### src/rtl/siteAcceptPkg.sv
package siteAcceptPkg;
  localparam int TAG_W = 3;

  typedef enum logic [1:0] {ST_EMPTY, ST_QUERY, ST_KEPT, ST_REJECT} siteStateE;

  typedef struct packed {
    logic             start;
    logic             accept;
    logic             reject;
    logic             abort;
    logic [TAG_W-1:0] tag;
  } ctlStrbT;
endpackage

### src/rtl/siteAcceptCtl.sv
module siteAcceptCtl
  import siteAcceptPkg::*;
#(
  parameter int NSITES    = 16,
  parameter int SITE_W    = 4,
  parameter int NUM_TYPES = 5,
  parameter int TIMEOUT   = 8
) (
  input  logic                 clk,
  input  logic                 rstN,
  input  logic [NSITES-1:0]    siteOcc,
  input  logic [NSITES-1:0]    siteIdle,
  input  logic [NUM_TYPES-1:0] needVec,
  input  logic                 qryAck,
  input  logic [TAG_W-1:0]     qryType,
  output logic                 qryReq,
  output logic [SITE_W-1:0]    curSite,
  output ctlStrbT              strb
);
  localparam int TO_W = $clog2(TIMEOUT + 1);

  typedef enum logic {C_SCAN, C_QUERY} ctlStateE;

  ctlStateE                stQ;
  logic [SITE_W-1:0]       ptrQ;
  logic [TO_W-1:0]         waitQ;
  logic [(1<<TAG_W)-1:0]   needPad;
  logic                    tagHit;
  logic [SITE_W-1:0]       ptrNext;

  // tags at or above NUM_TYPES read a zero and therefore mismatch
  always_comb begin
    needPad = '0;
    needPad[NUM_TYPES-1:0] = needVec;
  end
  assign tagHit  = needPad[qryType];
  assign ptrNext = (ptrQ == SITE_W'(NSITES - 1)) ? '0 : ptrQ + SITE_W'(1);

  always_comb begin
    strb     = '0;
    strb.tag = qryType;
    if (stQ == C_SCAN) begin
      strb.start = siteOcc[ptrQ] && siteIdle[ptrQ];
    end else if (!siteOcc[ptrQ]) begin
      strb.abort = 1'b1;
    end else if (qryAck) begin
      strb.accept = tagHit;
      strb.reject = !tagHit;
    end else if (waitQ == TO_W'(TIMEOUT - 1)) begin
      strb.reject = 1'b1;
    end
  end

  always_ff @(posedge clk or negedge rstN) begin
    if (!rstN) begin
      stQ   <= C_SCAN;
      ptrQ  <= '0;
      waitQ <= '0;
    end else if (stQ == C_SCAN) begin
      if (strb.start) begin
        stQ   <= C_QUERY;
        waitQ <= '0;
      end else begin
        ptrQ <= ptrNext;
      end
    end else begin
      if (strb.abort || strb.accept || strb.reject) begin
        stQ  <= C_SCAN;
        ptrQ <= ptrNext;
      end else begin
        waitQ <= waitQ + TO_W'(1);
      end
    end
  end

  assign qryReq  = (stQ == C_QUERY);
  assign curSite = ptrQ;
endmodule

### src/rtl/siteAcceptDp.sv
module siteAcceptDp
  import siteAcceptPkg::*;
#(
  parameter int GRID_W    = 4,
  parameter int GRID_H    = 4,
  parameter int SLACK     = 2,
  parameter int NUM_TYPES = 5,
  parameter int CNT_W     = 4,
  parameter int HOLD_W    = 4,
  parameter int NSITES    = 16,
  parameter int SITE_W    = 4,
  parameter int REG_COLS  = 2,
  parameter int NREG      = 4,
  parameter int REG_W     = 2
) (
  input  logic                 clk,
  input  logic                 rstN,
  input  logic                 cfgWrEn,
  input  logic [REG_W-1:0]     cfgRegion,
  input  logic [TAG_W-1:0]     cfgType,
  input  logic [CNT_W-1:0]     cfgCount,
  input  logic [HOLD_W-1:0]    rejHold,
  input  logic [NSITES-1:0]    siteOcc,
  input  logic [SITE_W-1:0]    curSite,
  input  ctlStrbT              strb,
  output logic [NUM_TYPES-1:0] needVec,
  output logic [NSITES-1:0]    siteIdle,
  output logic [NSITES-1:0]    siteKept,
  output logic [NSITES-1:0]    siteReject,
  output logic                 allDone
);
  localparam int CNT_TOTAL = NREG * NUM_TYPES;

  logic [REG_W-1:0]            siteReg [NSITES];
  logic [NSITES-1:0]           leaving;
  logic [NSITES*TAG_W-1:0]     tagFlat;
  logic [CNT_TOTAL*CNT_W-1:0]  cntFlat;
  logic [REG_W-1:0]            curReg;

  assign curReg = siteReg[curSite];

  for (genvar s = 0; s < NSITES; s++) begin : g_site
    localparam int SX = s % GRID_W;
    localparam int SY = s / GRID_W;

    siteStateE         stQ;
    logic [TAG_W-1:0]  tagQ;
    logic [HOLD_W-1:0] holdQ;
    logic              sel;

    assign siteReg[s] = REG_W'((SY / SLACK) * REG_COLS + SX / SLACK);
    assign sel        = (curSite == SITE_W'(s));

    always_ff @(posedge clk or negedge rstN) begin
      if (!rstN) begin
        stQ   <= ST_EMPTY;
        tagQ  <= '0;
        holdQ <= '0;
      end else begin
        case (stQ)
          ST_EMPTY: if (sel && strb.start) stQ <= ST_QUERY;
          ST_QUERY: if (sel) begin
            if (strb.abort) begin
              stQ <= ST_EMPTY;
            end else if (strb.accept) begin
              stQ  <= ST_KEPT;
              tagQ <= strb.tag;
            end else if (strb.reject) begin
              stQ   <= ST_REJECT;
              holdQ <= (rejHold == '0) ? HOLD_W'(1) : rejHold;
            end
          end
          ST_KEPT: if (!siteOcc[s]) stQ <= ST_EMPTY;
          default: begin
            if (holdQ <= HOLD_W'(1)) stQ <= ST_EMPTY;
            else holdQ <= holdQ - HOLD_W'(1);
          end
        endcase
      end
    end

    assign siteIdle[s]                 = (stQ == ST_EMPTY);
    assign siteKept[s]                 = (stQ == ST_KEPT);
    assign siteReject[s]               = (stQ == ST_REJECT);
    assign leaving[s]                  = (stQ == ST_KEPT) && !siteOcc[s];
    assign tagFlat[s*TAG_W +: TAG_W]   = tagQ;
  end

  for (genvar r = 0; r < NREG; r++) begin : g_reg
    for (genvar t = 0; t < NUM_TYPES; t++) begin : g_type
      logic [CNT_W-1:0] cntQ;
      logic [CNT_W-1:0] incN;
      logic             decHit;
      logic             cfgHit;

      // several parts of one region may leave in the same cycle
      always_comb begin
        incN = '0;
        for (int s = 0; s < NSITES; s++) begin
          if (leaving[s] && siteReg[s] == REG_W'(r) &&
              tagFlat[s*TAG_W +: TAG_W] == TAG_W'(t))
            incN = incN + CNT_W'(1);
        end
      end

      assign decHit = strb.accept && curReg == REG_W'(r) && strb.tag == TAG_W'(t);
      assign cfgHit = cfgWrEn && cfgRegion == REG_W'(r) && cfgType == TAG_W'(t);

      always_ff @(posedge clk or negedge rstN) begin
        if (!rstN)       cntQ <= '0;
        else if (cfgHit) cntQ <= cfgCount;
        else             cntQ <= cntQ + incN - CNT_W'(decHit);
      end

      assign cntFlat[(r*NUM_TYPES + t)*CNT_W +: CNT_W] = cntQ;
    end
  end

  for (genvar t = 0; t < NUM_TYPES; t++) begin : g_need
    assign needVec[t] = cntFlat[(int'(curReg)*NUM_TYPES + t)*CNT_W +: CNT_W] != '0;
  end

  assign allDone = (cntFlat == '0);
endmodule

### src/rtl/siteAcceptCtrl.sv
module siteAcceptCtrl
  import siteAcceptPkg::*;
#(
  parameter int GRID_W    = 4,
  parameter int GRID_H    = 4,
  parameter int SLACK     = 2,
  parameter int NUM_TYPES = 5,
  parameter int CNT_W     = 4,
  parameter int HOLD_W    = 4,
  parameter int TIMEOUT   = 8,
  localparam int NSITES   = GRID_W * GRID_H,
  localparam int SITE_W   = (NSITES > 1) ? $clog2(NSITES) : 1,
  localparam int REG_COLS = (GRID_W + SLACK - 1) / SLACK,
  localparam int REG_ROWS = (GRID_H + SLACK - 1) / SLACK,
  localparam int NREG     = REG_COLS * REG_ROWS,
  localparam int REG_W    = (NREG > 1) ? $clog2(NREG) : 1
) (
  input  logic              clk,
  input  logic              rstN,
  input  logic              cfgWrEn,
  input  logic [REG_W-1:0]  cfgRegion,
  input  logic [TAG_W-1:0]  cfgType,
  input  logic [CNT_W-1:0]  cfgCount,
  input  logic [HOLD_W-1:0] rejHold,
  input  logic [NSITES-1:0] siteOcc,
  output logic              qryReq,
  output logic [SITE_W-1:0] qrySite,
  input  logic              qryAck,
  input  logic [TAG_W-1:0]  qryType,
  output logic [NSITES-1:0] siteKept,
  output logic [NSITES-1:0] siteReject,
  output logic              allDone
);
  ctlStrbT                strb;
  logic [SITE_W-1:0]      curSite;
  logic [NUM_TYPES-1:0]   needVec;
  logic [NSITES-1:0]      siteIdle;

  siteAcceptCtl #(
    .NSITES(NSITES), .SITE_W(SITE_W), .NUM_TYPES(NUM_TYPES), .TIMEOUT(TIMEOUT)
  ) i_ctl (
    .clk(clk), .rstN(rstN), .siteOcc(siteOcc), .siteIdle(siteIdle),
    .needVec(needVec), .qryAck(qryAck), .qryType(qryType),
    .qryReq(qryReq), .curSite(curSite), .strb(strb)
  );

  siteAcceptDp #(
    .GRID_W(GRID_W), .GRID_H(GRID_H), .SLACK(SLACK), .NUM_TYPES(NUM_TYPES),
    .CNT_W(CNT_W), .HOLD_W(HOLD_W), .NSITES(NSITES), .SITE_W(SITE_W),
    .REG_COLS(REG_COLS), .NREG(NREG), .REG_W(REG_W)
  ) i_dp (
    .clk(clk), .rstN(rstN), .cfgWrEn(cfgWrEn), .cfgRegion(cfgRegion),
    .cfgType(cfgType), .cfgCount(cfgCount), .rejHold(rejHold),
    .siteOcc(siteOcc), .curSite(curSite), .strb(strb), .needVec(needVec),
    .siteIdle(siteIdle), .siteKept(siteKept), .siteReject(siteReject),
    .allDone(allDone)
  );

  assign qrySite = curSite;
endmodule

### config.mk
export PLATFORM = sky130hd
export DESIGN_NAME = siteAcceptCtrl
export DESIGN_NICKNAME = d
export VERILOG_FILES = /design/src/rtl/siteAcceptPkg.sv /design/src/rtl/siteAcceptCtl.sv /design/src/rtl/siteAcceptDp.sv /design/src/rtl/siteAcceptCtrl.sv
export SDC_FILE = /design/constraint.sdc
export NUM_CORES = 1
export LEC_CHECK = 0
export BUFFER_PORTS_ARGS = -buffer_cell sky130_fd_sc_hd__buf_4
export CORE_ASPECT_RATIO = 1.4
export CORE_MARGIN = 2
export CORE_UTILIZATION = 35
export CTS_CLUSTER_SIZE = 10
export DETAILED_ROUTE_END_ITERATION = 10
export GPL_TIMING_DRIVEN = 0
export PLACE_DENSITY = 0.54
export SETUP_SLACK_MARGIN = 0.4
export SLEW_MARGIN = 30
export SYNTH_ARGS = -nofsm -noshare
export SYNTH_HDL_FRONTEND = slang
export SYNTH_HIERARCHICAL = 1
export SYNTH_SLANG_ARGS = --single-unit
### constraint.sdc
create_clock -name clk -period 6.1 [get_ports clk]
set_input_delay 0.915 -clock clk [delete_from_list [all_inputs] [get_ports clk]]
set_output_delay 0.915 -clock clk [all_outputs]
set_load 0.005 [all_outputs]
==> run metrics, run 1 <==
status finished, final reports clean; GPL Wtd Cong 0.9001; Reg clk slew, reported paths 60 ps; Synth Cell Area 19180 um2; fillers 5458; sequential area share after synthesis 30.41%; Avg WL per Cell 18.36 um; largest vdd supply drop 0.0001838 V; Max stage delay on crit path 450 ps; synthesized area per cell 8.760 um2; detailed placement HPWL 43780 um; boundary pin count 74; Max-Cap Viols 0; Sequential Area 5836 um2; final wirelength 55460 um; number of remaining DRC errors 0; total grt overflow 0; DR pass1 iterations 6; clock buffer count from CTS 28; Yosys reg bits 233; Gate Count Post-Synth 2189; fmax 183.3 MHz; Sink Count 233; vias per inst 5.235; worst hold path type input pin to asynchronous set/reset pin; first-pass GRT wire length 86920 um; WHS 122.9 ps; final non-filler cell area 21570 um2; Worst EP arrival 5890 ps; P&R area growth vs syn 12.51%; slew margin rel. 34.94%; critical path's top delay family simple AND/OR/NAND/NOR gates; CTS root buffer clkbuf_16; Critical Path Slowest Stage Cell a2111oi_2; clock tree buffer depth 3; vias in the first global route 15660; worst-margin pin slew 976.0 ps; critical path endpoint category flip-flop; syn_nets 2463; initial antenna violation count 0; Starting DRT DRC Count 1032; commonest non-fill, non-tap cells in the layout inv_1 (247), nor2_1 (242), dfrtp_1 (231); Finished Layout Cells 3021; CP most frequent cell ha_1; cells along the critical path buf_4 > clkinv_2 > buf_4 > ha_1 > inv_4 > mux2i_1 > o21ai_0 > a2111oi_2 > a211o_1 > mux4_2 > nor2b_1 > o21ai_2 > nor2_2 > nor2b_1 > nor3b_4 > and2_1 > ha_1 > inv_1 > ha_1 > inv_1 > fa_1 > xor2_1 > a21oi_1; Final #Nets 2565; RSZ-0062 raised after global routing false; via count 15820; fraction of layout cells with a size suffix above 1 11.74%; Max FO, Critical Path 11; Final Hold Vio Count 0; Rows 101; Core ar. 54210 um2; initial core utilization 35.37%; Post-synth ARST share 100.0%; crit path time final 5456 ps; CTS tree done; Placed Cells 2980; Final period util 89.44%; Total Routing Usage GR 19.52%; final setup vio count 0; area of the multi-input gates 12100 um2; Die H 281.0 um; dpl ws -708.5 ps; antenna cells 0; Port Buffer Count 66; Slew Viols, Final 0; cts hold-fix bufs 0; skew final 34.43 ps; CP startpoint kind flip-flop; post-synth cell types 79; WP buf/inv 6; post-route setup slack 644.1 ps; WS Path Type flip-flop to flip-flop; die width 201.8 um; total power 8.537 mW; die footprint 56700 um2; Synth Warn # 6; worst skew pair latency 580 ps; prevailing post-synth register cell dfrtp_1; ANT nets after route 0; LEAKAGE 10.17 nW; largest net degree at the start of global routing 76; Placed Area 20720 um2; most common cell after layout, fill and taps aside inv_1; H-tree levels 1; pwr dens 395.7 nW/um2; Req. time, crit path 6540 ps; number of enable flip-flop cells after synthesis 0
[synthesized netlist by cell type, types with 8 or more instances]
| library cell | count | area [um2] |
|---|---|---|
| xor2_1 | 52 | 455.4 |
| a21o_1 | 25 | 187.7 |
| nor2b_1 | 39 | 244.0 |
| clkbuf_1 | 55 | 206.5 |
| mux2i_1 | 31 | 310.3 |
| nand3b_1 | 16 | 120.1 |
| and3_1 | 11 | 68.82 |
| nor3_1 | 45 | 225.2 |
| or3_1 | 8 | 50.05 |
| mux4_2 | 13 | 292.8 |
| o21ai_0 | 99 | 495.5 |
| o31a_1 | 13 | 113.9 |
| nand4_1 | 14 | 87.58 |
| xnor2_1 | 69 | 604.3 |
| nand3_1 | 55 | 275.3 |
| nor3b_1 | 30 | 225.2 |
| a21oi_1 | 135 | 675.7 |
| a31oi_1 | 19 | 118.9 |
| dfrtp_1 | 233 | 5831 |
| o31ai_1 | 8 | 60.06 |
| inv_1 | 247 | 927.1 |
| mux2_2 | 72 | 810.8 |
| nor2_1 | 245 | 919.6 |
| ha_1 | 218 | 2728 |
| fa_1 | 20 | 400.4 |
| nand2_1 | 153 | 574.3 |
| a211o_1 | 10 | 87.58 |
| and2_1 | 38 | 237.7 |
| nor4_1 | 25 | 156.4 |
| a211oi_1 | 8 | 60.06 |
| nand2b_1 | 19 | 118.9 |
| o22a_1 | 8 | 70.07 |
[path summary, 6_finish.rpt]
kind,startpoint,end,slack [ps],cells past startpoint
worst max-delay path,i_ctl/curSite[1],i_dp/g_reg[3].g_type[0].cntQ[2],640,23
worst min-delay path,rstN,i_dp/g_site[14].holdQ[2],120,1
worst max register to register,i_ctl/curSite[1],i_dp/g_reg[3].g_type[0].cntQ[2],640,23
worst min register to register,i_dp/g_site[13].holdQ[1],i_dp/g_site[13].holdQ[1],500,1
max in group asynchronous,rstN,i_dp/g_site[4].holdQ[1],4770,4
min in group clk,i_dp/g_site[13].holdQ[1],i_dp/g_site[13].holdQ[1],500,1
[through the flow]
stage                     utilization (%)  setup TNS (ps)
after floorplan                         -               0
after global placement              37.95          -18150
after detailed placement            38.23          -16900
after CTS                           39.75               0
after global routing                39.80               0
final                               39.80               0
[flip-flops by register name, summed over array words and instances (netlist names)]
signal / cells
i_dp/g.g_type.cntQ: 80
i_ctl/waitQ: 4
i_dp/g_site.stQ: 32
i_ctl/qryReq: 1
i_ctl/curSite: 4
i_dp/g_site.holdQ: 64
i_dp/g_site.tagQ: 48
[logic make-up (layout without fill, tap and decap cells)]
kind of cell	after synthesis	count (layout)	synth area share (%)
AND/OR/NAND/NOR	755	755	20.29
AO/OA/AOI/OAI	394	394	12.69
buffers and inverters	327	438	6.831
adder cells (fa/ha/maj)	238	238	16.31
flip-flops	233	233	30.41
XOR/XNOR	121	121	5.527
multiplexers	121	121	7.941
[layer usage]
metal	routed length (um)	share of wire, %	vias up	GRT usage [%]
met5	0	0	-	0
li1	-	-	7747	-
met4	2350	4.2	0	8.484
met2	28230	51	297	35.83
met3	1639	3.0	96	1.589
met1	23250	42	7676	23.20
[where the power goes]
group          internal [mW]  switching (mW)
Sequential              2.09           0.466
Combinational           1.95            2.49
Clock                  0.859           0.681
[what timing repair did]
| action | 4_1_cts | 5_1_grt |
|---|---|---|
| pin swaps | 1 | 0 |
| gates resized for setup | 10 | 7 |
| setup endpoints to repair | 201 | 68 |
| setup buffers | 2 | 0 |
| hold endpoints to repair | 0 | 0 |
[cell type report]
type,instances,share of cell area [%]
Multi-Input combinational cell,1629,56.10
Sequential cell,233,27.05
Inverter,250,4.384
Tap cell,721,4.181
Clock buffer,36,3.526
Timing Repair Buffer,72,2.911
Buffer,77,1.728
Clock inverter,3,0.1218
No activity file was read; power rests on OpenSTA's default activity.
==> run 2: changes to the inputs <==
PLACE_DENSITY = 0.56   (was 0.54)
RECOVER_POWER = 50   (was default)
clock period = 4.6 ns   (was 6.1 ns; I/O delays follow)
==> run metrics, run 2 (synthesis results as in run 1) <==
status finished with violations; failing checks capacitance limit, slew limit, setup timing; r2r startpoint i_ctl/curSite[1]; worst r2r dst i_dp/g_reg[3].g_type[0].cntQ[1]; clock buffer count from CTS 28 (unchanged); total grt overflow 0 (unchanged); WHS 401.0 ps (+278.1 ps); Top Registers i_dp/g.g_type.cntQ (80), i_dp/g_site.holdQ (64), i_dp/g_site.tagQ (48); Reg2Reg Setup Slack -20 ps (-660 ps); vias per inst 5.279 (+0.84%); Rows 101 (unchanged); CTS root buffer clkbuf_16; Final Hold Vio Count 0 (unchanged); antenna cells 0 (unchanged); crit path time final 4618 ps (-837.8 ps); worst-margin pin slew 2419 ps (+1443 ps); RSZ-0062 raised after global routing true; clock tree buffer depth 3 (unchanged); most flop-heavy register i_dp/g.g_type.cntQ; cts hold-fix bufs 0 (unchanged); Core ar. 54210 um2 (unchanged); critical path endpoint category flip-flop; final setup vio count 3 (+3); worst skew pair latency 560 ps (-20 ps); skew final 12.77 ps (-21.66 ps); post-route setup slack -18.05 ps (-662.2 ps); Worst EP arrival 5100 ps (-790 ps); via count 16190 (+2.4%); Max-Cap Viols 1 (+1); R2R depth 23 (unchanged); die width 201.8 um (unchanged); CP startpoint kind flip-flop; total power 12.56 mW (+47%); first-pass GRT wire length 88070 um (+1.3%); detailed placement HPWL 44330 um (+1.2%); worst hold path type input pin to flip-flop; Starting DRT DRC Count 850 (-18%); boundary pin count 74 (unchanged); largest vdd supply drop 0.0002491 V (+36%); crit path to i_dp/g_reg[3].g_type[0].cntQ[1]; final wirelength 58490 um (+5.5%); largest net degree at the start of global routing 80 (+5.3%); Port Buffer Count 66 (unchanged); Reg clk slew, reported paths 60 ps (about the same); Die H 281.0 um (unchanged); WS Path Type flip-flop to flip-flop; die footprint 56700 um2 (unchanged); commonest non-fill, non-tap cells in the layout nor2_1 (234), dfrtp_1 (231), inv_1 (204); Max FO, Critical Path 6 (-5); max FFs per register 80 (unchanged); Avg WL per Cell 19.07 um (+3.9%); Req. time, crit path 5080 ps (-1460 ps); P&R area growth vs syn 23.79%; vias in the first global route 15900 (+1.5%); pwr dens 529.2 nW/um2 (+34%); initial core utilization 35.37% (unchanged); critical path startpoint i_ctl/curSite[1]; GPL Wtd Cong 0.9084 (+0.92%); initial antenna violation count 0 (unchanged); DR pass1 iterations 5 (-1); number of remaining DRC errors 0 (unchanged); fmax 216.5 MHz (+18%); Final #Nets 2610 (+1.8%); ANT nets after route 0 (unchanged); LEAKAGE 10.65 nW (+4.6%); H-tree levels 1 (unchanged); Hold Path Depth 3; Sink Count 233 (unchanged); CTS tree done; slew margin rel. -61.25% (-96 points); fraction of layout cells with a size suffix above 1 24.72% (+13 points); Slew Viols, Final 36 (+36); Total Routing Usage GR 19.82% (+0.30 points); Final period util 100.4% (+11 points); most common cell after layout, fill and taps aside nor2_1
[run 2: final cells by class]
cell class | instances | area, um2
inverter | 250 | 980.9
clock buffer | 37 | 765.7
sequential | 233 | 5836
multi-input combinational | 1632 | 13760
tap | 721 | 902.1
buffer | 77 | 475.5
timing repair buffer | 114 | 999.7
clock inverter | 3 | 15.01
fill | 5221 | 30480
[run 2: how the worst min path moves through the flow]
stage / start / endpoint / slack (ps)
finish: siteOcc[4] / i_dp/g_site[4].stQ[1] / 400
CTS: rstN / i_dp/g_reg[1].g_type[3].cntQ[1] / 10
floorplan: rstN / i_ctl/curSite[0] / 390
global route: siteOcc[4] / i_dp/g_site[4].stQ[1] / 390
global placement: i_dp/g_site[10].holdQ[1] / i_dp/g_site[10].holdQ[1] / 490
detailed placement: i_dp/g_site[5].holdQ[1] / i_dp/g_site[5].holdQ[1] / 500
[run 2: worst max-delay path: stages, from the launching register on]
cell,delay [ps]
dfrtp_4,500
buf_8,140
clkinv_8,50
buf_12,100
ha_4,220
inv_8,70
mux4_2,500
nand2_2,90
o21ai_2,50
a211o_1,250
mux4_2,460
nor2b_4,150
o21ai_4,180
nor2_4,60
nor2b_4,160
nor3b_4,200
buf_6,120
and2_4,170
ha_4,270
inv_4,30
ha_4,150
inv_2,50
fa_2,430
a21oi_2,120
[run 2: layer usage]
layer / part of all wire, % / routed length, um / GRT usage, % / up-vias
li1: - / - / - / 7838
met1: 40 / 23550 / 22.93 / 7875
met2: 51 / 29880 / 36.21 / 340
met3: 2.9 / 1694 / 1.867 / 139
met4: 5.8 / 3370 / 10.16 / 0
met5: 0 / 0 / 0 / -
[run 2: per-stage QoR]
stage	utilization, %	instance area [um2]	setup TNS (ps)	setup WS (ps)	instances
floorplan	-	19680	0	224.1	2189
global placement	38.87	21080	-93220	-1039	2976
detailed placement	39.13	21220	-88830	-884.7	2979
CTS	41.91	22720	0	9.346	3042
global route	43.79	23740	-2695	-131.0	3067
finish	43.79	23740	-28.99	-18.05	3067
[run 2: power breakdown]
group	internal, mW	switching (mW)
sequential	2.77	0.692
combinational	3.20	3.87
clock	1.14	0.885
[run 2: what timing repair did]
action / CTS / global route
gates resized for setup: 134 / 199
pin swaps: 60 / 127
endpoints found under the setup margin: 224 / 224
setup buffers: 23 / 20
gates cloned: 0 / 5
